===== config.mk =====
export PLATFORM = sky130hd
export DESIGN_NAME = acc_alu_core
export DESIGN_NICKNAME = d
export VERILOG_FILES = /design/src/rtl/acc_alu_pkg.sv /design/src/rtl/acc_alu_lane.sv /design/src/rtl/acc_alu_mult.sv /design/src/rtl/acc_alu_flags.sv /design/src/rtl/acc_alu_core.sv
export SDC_FILE = /design/constraint.sdc
export NUM_CORES = 1
export LEC_CHECK = 0
export ABC_AREA = 0
export BUFFER_PORTS_ARGS = -buffer_cell sky130_fd_sc_hd__buf_4
export CORE_ASPECT_RATIO = 1.4
export CORE_MARGIN = 8
export CORE_UTILIZATION = 62
export CTS_CLUSTER_SIZE = 14
export DETAILED_ROUTE_END_ITERATION = 8
export PLACE_DENSITY = 0.8
export SYNTH_ARGS = -nofsm -noshare
export SYNTH_HDL_FRONTEND = slang
export SYNTH_HIERARCHICAL = 1
export SYNTH_SLANG_ARGS = --single-unit

===== constraint.sdc =====
create_clock -name clk -period 6.4 [get_ports clk]
set_input_delay 0.64 -clock clk [delete_from_list [all_inputs] [get_ports clk]]
set_output_delay 0.64 -clock clk [all_outputs]
set_load 0.03 [all_outputs]

===== src/rtl/acc_alu_pkg.sv =====
package acc_alu_pkg;

    parameter int unsigned ALU_W = 8;

    localparam int CC_C = 0;
    localparam int CC_V = 1;
    localparam int CC_Z = 2;
    localparam int CC_N = 3;
    localparam int CC_I = 4;
    localparam int CC_H = 5;
    localparam int CC_F = 6;
    localparam int CC_E = 7;

    localparam logic [7:0] CCR_RESET = 8'h50;

    localparam logic [4:0] OPC_MUL   = 5'h10;
    localparam logic [4:0] OPC_ADD_D = 5'h11;

    typedef enum logic [2:0] {
        LF_ADD = 3'd0,
        LF_SUB = 3'd1,
        LF_AND = 3'd2,
        LF_OR  = 3'd3,
        LF_XOR = 3'd4,
        LF_COM = 3'd5,
        LF_LSL = 3'd6,
        LF_LSR = 3'd7
    } lane_fn_e;

    typedef enum logic [2:0] {
        FC_NONE,
        FC_ADD,
        FC_SUB,
        FC_LOGIC,
        FC_SHIFT,
        FC_MUL,
        FC_WIDE
    } flag_cls_e;

    typedef enum logic [2:0] {
        ST_IDLE,
        ST_EXEC,
        ST_WIDE_LO,
        ST_WIDE_HI,
        ST_DONE
    } seq_state_e;

endpackage


===== src/rtl/acc_alu_lane.sv =====
module acc_alu_lane
    import acc_alu_pkg::*;
#(
    parameter int unsigned W = 8
) (
    input  lane_fn_e       fn,
    input  logic [W-1:0]   x,
    input  logic [W-1:0]   y,
    input  logic           cin,
    output logic [W-1:0]   res,
    output logic           c_out,
    output logic           v_out,
    output logic           h_out
);

    logic [W:0] sum_w;
    logic [W:0] dif_w;
    logic [4:0] nib_w;

    assign sum_w = {1'b0, x} + {1'b0, y} + {{W{1'b0}}, cin};
    assign dif_w = {1'b0, x} - {1'b0, y};
    assign nib_w = {1'b0, x[3:0]} + {1'b0, y[3:0]} + {4'b0, cin};

    always_comb begin
        res   = '0;
        c_out = 1'b0;
        v_out = 1'b0;
        h_out = 1'b0;
        unique case (fn)
            LF_ADD: begin
                res   = sum_w[W-1:0];
                c_out = sum_w[W];
                v_out = (x[W-1] == y[W-1]) && (sum_w[W-1] != x[W-1]);
                h_out = nib_w[4];
            end
            LF_SUB: begin
                res   = dif_w[W-1:0];
                c_out = dif_w[W];
                v_out = (x[W-1] != y[W-1]) && (dif_w[W-1] != x[W-1]);
            end
            LF_AND: res = x & y;
            LF_OR:  res = x | y;
            LF_XOR: res = x ^ y;
            LF_COM: res = ~x;
            LF_LSL: begin
                res   = {x[W-2:0], 1'b0};
                c_out = x[W-1];
            end
            LF_LSR: begin
                res   = {1'b0, x[W-1:1]};
                c_out = x[0];
            end
            default: res = '0;
        endcase
    end

endmodule


===== src/rtl/acc_alu_mult.sv =====
module acc_alu_mult #(
    parameter int unsigned W = 8
) (
    input  logic [W-1:0]   mcand,
    input  logic [W-1:0]   mplier,
    output logic [2*W-1:0] product
);

    localparam int unsigned PW = 2 * W;

    logic [PW-1:0] part [0:W];

    assign part[0] = '0;

    for (genvar i = 0; i < W; i++) begin : g_row
        logic [PW-1:0] shifted;
        assign shifted     = {{W{1'b0}}, mcand} << i;
        assign part[i + 1] = part[i] + (mplier[i] ? shifted : '0);
    end

    assign product = part[W];

endmodule


===== src/rtl/acc_alu_flags.sv =====
module acc_alu_flags
    import acc_alu_pkg::*;
#(
    parameter int unsigned W = 8
) (
    input  flag_cls_e      cls,
    input  logic [2*W-1:0] wide_res,
    input  logic           c_in,
    input  logic           v_in,
    input  logic           h_in,
    input  logic [7:0]     ccr_in,
    output logic [7:0]     ccr_out
);

    logic zero_lo;
    logic neg_lo;
    logic zero_all;

    assign zero_lo  = (wide_res[W-1:0] == '0);
    assign neg_lo   = wide_res[W-1];
    assign zero_all = (wide_res == '0);

    always_comb begin
        ccr_out = ccr_in;
        unique case (cls)
            FC_ADD: begin
                ccr_out[CC_C] = c_in;
                ccr_out[CC_V] = v_in;
                ccr_out[CC_Z] = zero_lo;
                ccr_out[CC_N] = neg_lo;
                ccr_out[CC_H] = h_in;
            end
            FC_SUB: begin
                ccr_out[CC_C] = c_in;
                ccr_out[CC_V] = v_in;
                ccr_out[CC_Z] = zero_lo;
                ccr_out[CC_N] = neg_lo;
            end
            FC_LOGIC: begin
                ccr_out[CC_V] = 1'b0;
                ccr_out[CC_Z] = zero_lo;
                ccr_out[CC_N] = neg_lo;
            end
            FC_SHIFT: begin
                ccr_out[CC_C] = c_in;
                ccr_out[CC_V] = neg_lo ^ c_in;
                ccr_out[CC_Z] = zero_lo;
                ccr_out[CC_N] = neg_lo;
            end
            FC_MUL: begin
                ccr_out[CC_Z] = zero_all;
                ccr_out[CC_C] = wide_res[W-1];
            end
            FC_WIDE: begin
                ccr_out[CC_C] = c_in;
                ccr_out[CC_V] = v_in;
                ccr_out[CC_Z] = zero_all;
                ccr_out[CC_N] = wide_res[2*W-1];
            end
            default: ccr_out = ccr_in;
        endcase
    end

endmodule


===== src/rtl/acc_alu_core.sv =====
module acc_alu_core
    import acc_alu_pkg::*;
#(
    parameter int unsigned W = acc_alu_pkg::ALU_W
) (
    input  logic           clk,
    input  logic           rst_n,
    input  logic           start,
    input  logic [4:0]     op_code,
    input  logic [2*W-1:0] operand,
    input  logic           ccr_load,
    input  logic [7:0]     ccr_wdata,
    output logic [W-1:0]   acc_a,
    output logic [W-1:0]   acc_b,
    output logic [7:0]     ccr,
    output logic           busy,
    output logic           done
);

    localparam int unsigned DW = 2 * W;

    seq_state_e     state_q, state_d;
    logic [4:0]     op_q;
    logic [DW-1:0]  opnd_q;
    logic           carry_q;

    lane_fn_e       lane_fn;
    logic [W-1:0]   lane_x, lane_y, lane_res;
    logic           lane_cin, lane_c, lane_v, lane_h;
    logic [DW-1:0]  product;
    flag_cls_e      cls;
    logic [DW-1:0]  flag_src;
    logic [7:0]     ccr_next;
    logic           is_byte_op;
    logic           to_b;

    assign is_byte_op = (op_q[4] == 1'b0);
    assign to_b       = op_q[3];

    // state register
    always_ff @(posedge clk) begin
        if (!rst_n) state_q <= ST_IDLE;
        else        state_q <= state_d;
    end

    // next state
    always_comb begin
        state_d = state_q;
        unique case (state_q)
            ST_IDLE: begin
                if (ccr_load)                     state_d = ST_IDLE;
                else if (start && op_code == OPC_ADD_D) state_d = ST_WIDE_LO;
                else if (start)                   state_d = ST_EXEC;
            end
            ST_EXEC:    state_d = ST_DONE;
            ST_WIDE_LO: state_d = ST_WIDE_HI;
            ST_WIDE_HI: state_d = ST_DONE;
            ST_DONE:    state_d = ST_IDLE;
            default:    state_d = ST_IDLE;
        endcase
    end

    // outputs and datapath steering
    always_comb begin
        busy     = 1'b1;
        done     = 1'b0;
        lane_fn  = LF_ADD;
        lane_x   = acc_a;
        lane_y   = opnd_q[W-1:0];
        lane_cin = 1'b0;
        cls      = FC_NONE;
        flag_src = {{W{1'b0}}, lane_res};
        unique case (state_q)
            ST_IDLE: busy = 1'b0;
            ST_EXEC: begin
                lane_fn = lane_fn_e'(op_q[2:0]);
                lane_x  = to_b ? acc_b : acc_a;
                if (is_byte_op) begin
                    unique case (lane_fn_e'(op_q[2:0]))
                        LF_ADD:                        cls = FC_ADD;
                        LF_SUB:                        cls = FC_SUB;
                        LF_AND, LF_OR, LF_XOR, LF_COM: cls = FC_LOGIC;
                        LF_LSL, LF_LSR:                cls = FC_SHIFT;
                        default:                       cls = FC_NONE;
                    endcase
                end else if (op_q == OPC_MUL) begin
                    cls      = FC_MUL;
                    flag_src = product;
                end
            end
            ST_WIDE_LO: begin
                lane_x = acc_b;
                lane_y = opnd_q[W-1:0];
            end
            ST_WIDE_HI: begin
                lane_x   = acc_a;
                lane_y   = opnd_q[DW-1:W];
                lane_cin = carry_q;
                cls      = FC_WIDE;
                flag_src = {lane_res, acc_b};
            end
            ST_DONE: done = 1'b1;
            default: busy = 1'b0;
        endcase
    end

    acc_alu_lane #(.W(W)) u_lane (
        .fn    (lane_fn),
        .x     (lane_x),
        .y     (lane_y),
        .cin   (lane_cin),
        .res   (lane_res),
        .c_out (lane_c),
        .v_out (lane_v),
        .h_out (lane_h)
    );

    acc_alu_mult #(.W(W)) u_mult (
        .mcand   (acc_a),
        .mplier  (acc_b),
        .product (product)
    );

    acc_alu_flags #(.W(W)) u_flags (
        .cls      (cls),
        .wide_res (flag_src),
        .c_in     (lane_c),
        .v_in     (lane_v),
        .h_in     (lane_h),
        .ccr_in   (ccr),
        .ccr_out  (ccr_next)
    );

    // register file
    always_ff @(posedge clk) begin
        if (!rst_n) begin
            acc_a   <= '0;
            acc_b   <= '0;
            ccr     <= CCR_RESET;
            op_q    <= '0;
            opnd_q  <= '0;
            carry_q <= 1'b0;
        end else begin
            unique case (state_q)
                ST_IDLE: begin
                    if (ccr_load) begin
                        ccr <= ccr_wdata;
                    end else if (start) begin
                        op_q   <= op_code;
                        opnd_q <= operand;
                    end
                end
                ST_EXEC: begin
                    if (is_byte_op) begin
                        if (to_b) acc_b <= lane_res;
                        else      acc_a <= lane_res;
                        ccr <= ccr_next;
                    end else if (op_q == OPC_MUL) begin
                        acc_a <= product[DW-1:W];
                        acc_b <= product[W-1:0];
                        ccr   <= ccr_next;
                    end
                end
                ST_WIDE_LO: begin
                    acc_b   <= lane_res;
                    carry_q <= lane_c;
                end
                ST_WIDE_HI: begin
                    acc_a <= lane_res;
                    ccr   <= ccr_next;
                end
                default: ;
            endcase
        end
    end

endmodule


==> flow_summary.toml, run 1 <==
[status]
status = "finished clean"

[layout]
multi_input_area_sq_um = 4928
diodes = 0
fillers = 868
layout_common_cells = "nand2_1, inv_1, buf_4, ha_1, a21oi_1"
area_growth_pct = 8.116
regArea_sq_um = 1041
fin_nets = 923
final_common_cell = "nand2_1"
drive_above_1_share_pct = 15.97
fin_util_pct = 68.16

[placement]
portBuffers = 58
hpwl_mm = 13.85
gp_congestion = 0.9826

[setup_path]
reg2reg_slack_ns = 0.70
worstSetupPathType = "reg2reg"
start_kind = "flip-flop"
crit_chain = "nand2b_1 > a21oi_2 > mux2_2 > inv_1 > ha_1 > o21ai_0 > a211oi_1 > nor3_1 > a221oi_1 > o21ai_0 > a22oi_1 > o21ai_1 > xnor2_1 > a211o_1 > a22oi_1 > mux2i_1 > a211oi_1"
cp_num_buf_inv = 1
regToRegStartpoint = "state_q[1]"
r2r_cells = 17
critPathTopFamily = "compound AO/OA/AOI/OAI gates"
cp-end-kind = "flip-flop"
r2r_end = "ccr[1]"
cpMaxStageDelayCell = "dfxtp_1"
crit_path_max_fanout = 16
crit_required_ns = 6.62
cp_slowest_stage_delay_ns = 0.72
worstPathArrival_ns = 5.91

[die]
die_y_microns = 137.1
die-area_sq_um = 14040
die_w_microns = 102.5
fp-row-count = 44
start_util_pct = 63.04
ioPinCount = 59
core-area_sq_um = 10290

[synthesis]
yosysUniqueCellTypes = 82
synth_warnings = 6
async_flop_share_pct = 0
syn_nets = 891
syn_area_per_cell_sq_um = 8.517
netlist_area_sq_um = 6490
ys_seq_area_share_pct = 16.04
synth_edf_count = 0
synth-seq-cells = 52
synth_cells = 762
synth-main-ff-cell = "dfxtp_1"

[timing]
worst_slew_pin_slew_ns = 1.341
fmax_ghz = 0.1756
fin_crit_ns = 5.696
setup_viol = 0
drv_slew = 0
fin_skew_ns = 0.01072
fin_setup_tns_ns = 0
post-route-period-util_pct = 89.00
hold_viol_final = 0
maxSlewHeadroom_pct = 10.60
rsz0062_at_grt = "false"

[run]
max_cap_violations = 0

[clock_tree]
post_cts_buffers = 0
cts_inserted_buffers = 5
clock_sinks = 52
cts_tree = "yes"
cts_buffer_depth = 2
cts_resized = 0
cts_root_buffer = "clkbuf_16"
clk_pin_slew_worst_paths_ns = 0.08
hold_buffers = 0
h-tree-depth = 2
clk_latency_ns = 0.30

[power_and_ir_drop]
p_leak_nw = 3.197
peakVddDrop_mv = 0.1625
power_density_nw_per_um2 = 142.5

[routing]
final_antenna_net_count = 0
wl_per_cell_microns = 19.23
drc = 0
first_iter_violations = 416
dr.pass1.iters = 5
drt_wl_total_mm = 17.94
vias = 5797
vias_per_cell = 6.213

[global_routing]
grt_pass1_wl_mm = 28.72
grt_pass1_vias = 5771
grt_max_degree = 44
grt_usage_pct = 25.86
overflow = 0
antenna_found_initial = 0

[min_path]
min-delay-start = "opnd_q[2]"
holdPathEnd = "opnd_q[2]"
hold_depth = 2
hold_class = "reg2reg"
synthesized netlist by cell type (all sizes together), types with 6 or more instances:
library cell | instances | share of area, %
nor4 | 6 | 0.81
nand2b | 8 | 0.77
dfxtp | 52 | 16
buf | 29 | 3.5
clkbuf | 9 | 0.52
xnor2 | 13 | 1.8
mux2i | 34 | 5.2
ha | 55 | 11
inv | 66 | 3.8
nand2 | 88 | 5.1
a211oi | 24 | 3.2
mux2 | 20 | 3.5
and2 | 52 | 5.1
a22o | 9 | 1.2
o21ai | 27 | 2.5
a21oi | 58 | 4.9
nor3 | 12 | 1.1
fa | 41 | 13
a22oi | 19 | 2.3
nor2 | 47 | 2.8
power breakdown:
part	switching, W	total [W]	internal, W
Clock	0.000130	0.000276	0.000146
Combinational	0.000203	0.000343	0.000141
Sequential	0.0000366	0.000380	0.000344
Total	0.000369	0.00100	0.000631
per-layer routing:
metal | GRT usage [%] | wire, microns | vias to the layer above
met5 | 0 | 0 | -
met4 | 12.29 | 778 | 0
met3 | 3.564 | 1099 | 59
met2 | 47.18 | 9381 | 231
met1 | 28.40 | 6683 | 2779
li1 | - | - | 2728
worst register-to-register path, delay by kind of cell, from the launching register on:
kind            cells  cell delay, ns
compound gates     10            2.95
simple gates        2            0.83
flops               1            0.72
mux                 2            0.54
fa+ha+maj           1            0.35
xor+xnor            1            0.14
buf+inv             1            0.09
worst max path at each step:
stage | to | cells past startpoint | from | slack [ns]
2_1_floorplan | ccr[2] | 20 | acc_b[5] | 1.44
3_3_place_gp | ccr[2] | 20 | acc_b[5] | 1.01
3_5_place_dp | ccr[0] | 17 | state_q[1] | 0.88
4_1_cts | ccr[0] | 17 | state_q[1] | 0.83
5_1_grt | ccr[0] | 17 | state_q[1] | 0.18
6_report | ccr[1] | 17 | state_q[1] | 0.70
state kept, by name, indices dropped and copies added (netlist names), named ones only:
name / cells
opnd_q: 16
acc_a: 8
acc_b: 8
ccr: 8
op_q: 5
state_q: 3
carry_q: 1
area by class of cell:
cell class                      instances  share of cell area, %
Clock buffer                            6                  1.837
Clock inverter                          2                 0.1961
Inverter                               69                  3.691
Multi-Input combinational cell        603                  70.24
Sequential cell                        52                  14.84
Tap cell                              138                  2.461
Timing Repair Buffer                   63                  6.740
metrics by stage:
| step | setup WS (ns) | instances | instance area, sq um | hold WS, ns | power (W) |
|---|---|---|---|---|---|
| floorplan | 1.444 | 762 | 6490 | 0.4322 | 0.0006272 |
| global placement | 1.013 | 925 | 6874 | 0.4402 | 0.0007151 |
| detailed placement | 0.8753 | 925 | 6874 | 0.4443 | 0.0007229 |
| CTS | 0.8274 | 933 | 7017 | 0.4544 | 0.0009991 |
| global route | 0.1817 | 933 | 7017 | 0.4759 | 0.001044 |
| finish | 0.7040 | 933 | 7017 | 0.4511 | 0.0009997 |
kinds of logic (layout without fill, tap and decap cells):
family	count (synthesis)	in the layout	share of synthesized area [%]
xor gates and xnor gates	18	18	2.429
and+or+nand+nor	245	245	19.12
buffers and inverters	107	140	8.020
AOI/OAI and AO/OA	186	186	21.00
adders and majority gates	96	96	23.25
muxes	58	58	10.14
DFF	52	52	16.04
Note: power is estimated with default switching activity, not from simulation.
==> inputs of run 2 (changes only) <==
--- a/config.mk
+++ b/config.mk
@@ -12,7 +12,9 @@
 export CORE_UTILIZATION = 62
 export CTS_CLUSTER_SIZE = 14
 export DETAILED_ROUTE_END_ITERATION = 8
+export GPL_TIMING_DRIVEN = 0
 export PLACE_DENSITY = 0.8
+export SETUP_SLACK_MARGIN = 0.1
 export SYNTH_ARGS = -nofsm -noshare
 export SYNTH_HDL_FRONTEND = slang
 export SYNTH_HIERARCHICAL = 1
==> flow_summary.toml, run 2 (synthesized netlist as in run 1, its figures left out) <==
[timing]
maxSlewHeadroom_pct = 52.66
setup_slack_ns = 0.8932
fmax_ghz = 0.1816
worst_slew_pin_slew_ns = 0.7027
fin_setup_tns_ns = 0
rsz0062_at_grt = "false"
fin_crit_ns = 5.507
fin_skew_ns = 0.005714
setup_viol = 0
hold_viol_final = 0
drv_slew = 0
post-route-period-util_pct = 86.04

[routing]
drt_wl_total_mm = 18.44
wl_per_cell_microns = 19.11
vias_per_cell = 6.189
drc = 0
first_iter_violations = 324
dr.pass1.iters = 5
final_antenna_net_count = 0
vias = 5972

[min_path]
min-delay-start = "opnd_q[13]"
hold_depth = 2
hold_class = "reg2reg"

[power_and_ir_drop]
p_leak_nw = 3.344
peakVddDrop_mv = 0.1998
finalPower_w = 0.001054
power_density_nw_per_um2 = 145.2

[global_routing]
antenna_found_initial = 0
overflow = 0
grt_pass1_vias = 6370
grt_pass1_wl_mm = 30.44
grt_usage_pct = 27.34
use_met3_pct = 3.259
grt.busiest_layer = "met2"
grt_max_degree = 18
gr-usage-met1_pct = 28.50
globalRouteMet2Util_pct = 51.34

[layout]
largest_reg_flops = 16
layout_common_cells = "nand2_1, buf_4, inv_1, ha_1, a21oi_1"
fin_nets = 955
fillers = 860
regArea_sq_um = 1041
area_growth_pct = 11.90
multi_input_area_sq_um = 4928
top_register = "opnd_q"
fin_util_pct = 70.54
drive_above_1_share_pct = 18.26
instances_no_fill = 965
diodes = 0
final_common_cell = "nand2_1"

[die]
core-area_sq_um = 10290
fp-row-count = 44
die-area_sq_um = 14040
die_w_microns = 102.5
start_util_pct = 63.04
ioPinCount = 59
die_y_microns = 137.1

[setup_path]
crit_required_ns = 6.61
reg2reg_slack_ns = 0.89
cpMaxStageDelayCell = "o21ai_0"
start_kind = "flip-flop"
cp_num_buf_inv = 5
regToRegStartpoint = "state_q[2]"
worstPathArrival_ns = 5.72
cp-end-kind = "flip-flop"
worstSetupPathType = "reg2reg"
crit_chain = "buf_4 > nand2b_1 > buf_4 > nor2_2 > buf_2 > mux2_1 > inv_1 > ha_1 > buf_6 > o21ai_0 > a211oi_1 > nor3_1 > a221oi_1 > o21ai_0 > a22oi_1 > o21ai_1 > mux2i_1 > a211o_1 > a2bb2oi_1 > mux2i_1 > a211oi_1"
crit_path_max_fanout = 10
r2r_cells = 21
critPathTopFamily = "compound AO/OA/AOI/OAI gates"
setup.worst_path.start = "state_q[2]"
path_depth = 21
cp_slowest_stage_delay_ns = 0.59

[placement]
portBuffers = 57
dp.cells = 957
gp_congestion = 0.9805
hpwl_mm = 14.64
dp_worst_setup_slack_ns = 0.9569

[clock_tree]
hold_buffers = 0
cts_buffer_depth = 2
cts_root_buffer = "clkbuf_16"
clk_latency_ns = 0.30
clk_pin_slew_worst_paths_ns = 0.07
cts_inserted_buffers = 5
clock_sinks = 52
h-tree-depth = 2
post_cts_buffers = 0
cts_resized = 0
cts_tree = "yes"

[run]
max_cap_violations = 0

[status]
status = "finished clean"
[run 2: layer usage]
metal | up-vias | part of all wire [%]
li1 | 2794 | -
met1 | 2881 | 38
met2 | 233 | 53
met3 | 64 | 5.0
met4 | 0 | 4.2
met5 | - | 0
[run 2: layout make-up]
type	instances	share of cell area (%)
Timing Repair Buffer	57	5.892
Clock buffer	5	1.723
Clock inverter	3	0.6375
Inverter	69	3.567
Buffer	38	3.601
Multi-Input combinational cell	603	67.87
Sequential cell	52	14.33
Tap cell	138	2.378
[run 2: stage by stage]
step | area [sq um] | hold slack [ns]
2_1_floorplan | 6490 | 0.4322
3_3_place_gp | 7091 | 0.4397
3_5_place_dp | 7091 | 0.4445
4_1_cts | 7262 | 0.4550
5_1_grt | 7262 | 0.4848
6_report | 7262 | 0.4533
[run 2: worst reg2reg max path: stages, from the launching register on]
cell,delay [ns]
dfxtp_1,0.34
buf_4,0.19
nand2b_1,0.15
buf_4,0.18
nor2_2,0.28
buf_2,0.33
mux2_1,0.38
inv_1,0.09
ha_1,0.26
buf_6,0.15
o21ai_0,0.22
a211oi_1,0.07
nor3_1,0.46
a221oi_1,0.17
o21ai_0,0.59
a22oi_1,0.20
o21ai_1,0.40
mux2i_1,0.14
a211o_1,0.30
a2bb2oi_1,0.18
mux2i_1,0.10
a211oi_1,0.22
[run 2: worst paths after layout]
kind                end
max reg2reg      ccr[0]
min          opnd_q[13]
min reg2reg  opnd_q[13]
max              ccr[0]
[run 2: power breakdown]
group          internal [W]  leakage [nW]  switching [W]  total, W
sequential         0.000344         0.425      0.0000340  0.000378
combinational      0.000151          2.83       0.000206  0.000357
clock              0.000187        0.0857       0.000132  0.000319
==> inputs of run 3 (changes only) <==
--- a/config.mk
+++ b/config.mk
@@ -7,7 +7,6 @@
 export LEC_CHECK = 0
 export ABC_AREA = 0
 export BUFFER_PORTS_ARGS = -buffer_cell sky130_fd_sc_hd__buf_4
-export CORE_ASPECT_RATIO = 1.4
 export CORE_MARGIN = 8
 export CORE_UTILIZATION = 62
 export CTS_CLUSTER_SIZE = 14
==> flow_summary.toml, run 3 (synthesized netlist as in run 1, its figures left out) <==
[status]
status = "finished clean"

[die]
die_y_microns = 118.3
core-area_sq_um = 10230
fp-row-count = 37
ioPinCount = 59
die-area_sq_um = 14000
start_util_pct = 63.43
die_w_microns = 118.3

[timing]
hold_viol_final = 0
setup_viol = 0
fin_setup_tns_ns = 0
worst_slew_pin_slew_ns = 0.6998
post-route-period-util_pct = 90.50
fin_crit_ns = 5.792
drv_slew = 0
maxSlewHeadroom_pct = 53.13
rsz0062_at_grt = "false"
fin_skew_ns = 0.01141
fmax_ghz = 0.1727

[global_routing]
grt_pass1_wl_mm = 29.68
grt_pass1_vias = 5840
overflow = 0
grt_usage_pct = 25.29
grt_max_degree = 20
antenna_found_initial = 0

[setup_path]
worstPathArrival_ns = 6.03
cp_slowest_stage_delay_ns = 0.58
r2r_end = "ccr[0]"
path_depth = 21
worstSetupPathType = "reg2reg"
critPathCapture = "ccr[0]"
critPathTopFamily = "compound AO/OA/AOI/OAI gates"
cp_num_buf_inv = 5
regToRegStartpoint = "state_q[2]"
crit_path_max_fanout = 10
setup.worst_path.start = "state_q[2]"
reg2reg_slack_ns = 0.61
crit_required_ns = 6.64
crit_chain = "buf_4 > nand2b_1 > buf_4 > nor2_2 > buf_2 > mux2_1 > inv_1 > ha_1 > buf_6 > o21ai_0 > a211oi_1 > nor3_1 > a221oi_1 > o21ai_0 > a22oi_1 > o21ai_1 > mux2i_1 > a211o_1 > a2bb2oi_1 > mux2i_1 > a211oi_1"
cpMaxStageDelayCell = "o21ai_0"
start_kind = "flip-flop"
r2r_cells = 21
cp-end-kind = "flip-flop"

[layout]
final_area_sq_um = 7186
fin_nets = 955
largest_reg_flops = 16
final_common_cell = "nand2_1"
area_growth_pct = 10.72
diodes = 0
drive_above_1_share_pct = 18.26
top_register = "opnd_q"
layout_common_cells = "nand2_1, buf_4, inv_1, ha_1, a21oi_1"

[power_and_ir_drop]
p_seq_share_pct = 39.9
comb_power_share_pct = 37.9
p_leak_nw = 3.309
switching_share_pct = 38.92
power.internal_w = 0.0005779
finalPower_w = 0.0009461
peakVddDrop_mv = 0.1713
power_density_nw_per_um2 = 131.7
p_sw_w = 0.0003682
clkPwrFrac_pct = 22.2

[clock_tree]
clk_pin_slew_worst_paths_ns = 0.11
clock_sinks = 52
cts_buffer_depth = 2
cts_resized = 0
hold_buffers = 0
h-tree-depth = 2
cts_inserted_buffers = 5
cts_tree = "yes"
clk_latency_ns = 0.33
cts_root_buffer = "clkbuf_8"
post_cts_buffers = 0

[routing]
final_antenna_net_count = 0
dr_wl_met2_mm = 8.463
m1WireLength_mm = 7.902
met3_length_mm = 1.308
drc = 0
first_iter_violations = 541
wl_per_cell_microns = 18.67
drt_wl_total_mm = 17.98
vias_per_cell = 6.150
dr.pass1.iters = 5
top_layer_used = "met4"
vias = 5922

[min_path]
hold_class = "reg2reg"
hold_depth = 2

[placement]
hpwl_mm = 14.03
placed_cell_area_sq_um = 7088
portBuffers = 57
gp_congestion = 0.9747

[run]
max_cap_violations = 0
## run 3: cell count changes in the layout (fill, tap and decap cells not counted)
cell       before  now
clkbuf_16       5    0
clkbuf_8        0    5
inv_6           0    2
clkinv_2        1    0
bufinv_16       1    0
## run 3: how the worst min path moves through the flow
stage | start | end | slack (ns)
2_1_floorplan | opnd_q[4] | opnd_q[4] | 0.43
3_3_place_gp | opnd_q[10] | opnd_q[10] | 0.44
3_5_place_dp | opnd_q[6] | opnd_q[6] | 0.45
4_1_cts | opnd_q[8] | opnd_q[8] | 0.46
5_1_grt | opnd_q[7] | opnd_q[7] | 0.48
6_report | opnd_q[11] | opnd_q[11] | 0.46
## run 3: through the flow
| step | utilization, % | setup WS [ns] | hold slack [ns] | std cells |
|---|---|---|---|---|
| detailed placement | 69.28 | 0.7921 | 0.4458 | 955 |
| CTS | 70.23 | 0.7339 | 0.4642 | 963 |
| finish | 70.23 | 0.6082 | 0.4605 | 963 |
| floorplan | - | 1.444 | 0.4322 | 762 |
| global route | 70.23 | 0.3266 | 0.4829 | 963 |
| global placement | 69.28 | 0.8690 | 0.4385 | 955 |
## run 3: power groups by stage
stage	Sequential (W)	Combinational, W	Clock (W)
floorplan	0.000393	0.000234	0
global placement	0.000382	0.000343	0
detailed placement	0.000384	0.000352	0
CTS	0.000377	0.000354	0.000215
global route	0.000381	0.000389	0.000226
finish	0.000377	0.000358	0.000210
## run 3: metal layers
layer | track usage, % | vias up
met5 | 0 | -
met4 | 7.446 | 0
met3 | 3.998 | 30
met2 | 41.21 | 243
met1 | 33.81 | 2849
li1 | - | 2800
## run 3: area by class of cell
| type | instances | area (sq um) |
|---|---|---|
| sequential | 52 | 1041 |
| clock inverter | 3 | 28.78 |
| timing repair buffer | 57 | 427.9 |
| clock buffer | 5 | 68.82 |
| tap | 136 | 170.2 |
| buffer | 38 | 261.5 |
| fill | 820 | 3045 |
| multi-input combinational | 603 | 4928 |
| inverter | 69 | 259.0 |
## run 3: tightest hold or removal path, cell delays in order, from the launching register on
cell     delay, ns
dfxtp_1       0.32
nand2_1       0.05
a21oi_1       0.05
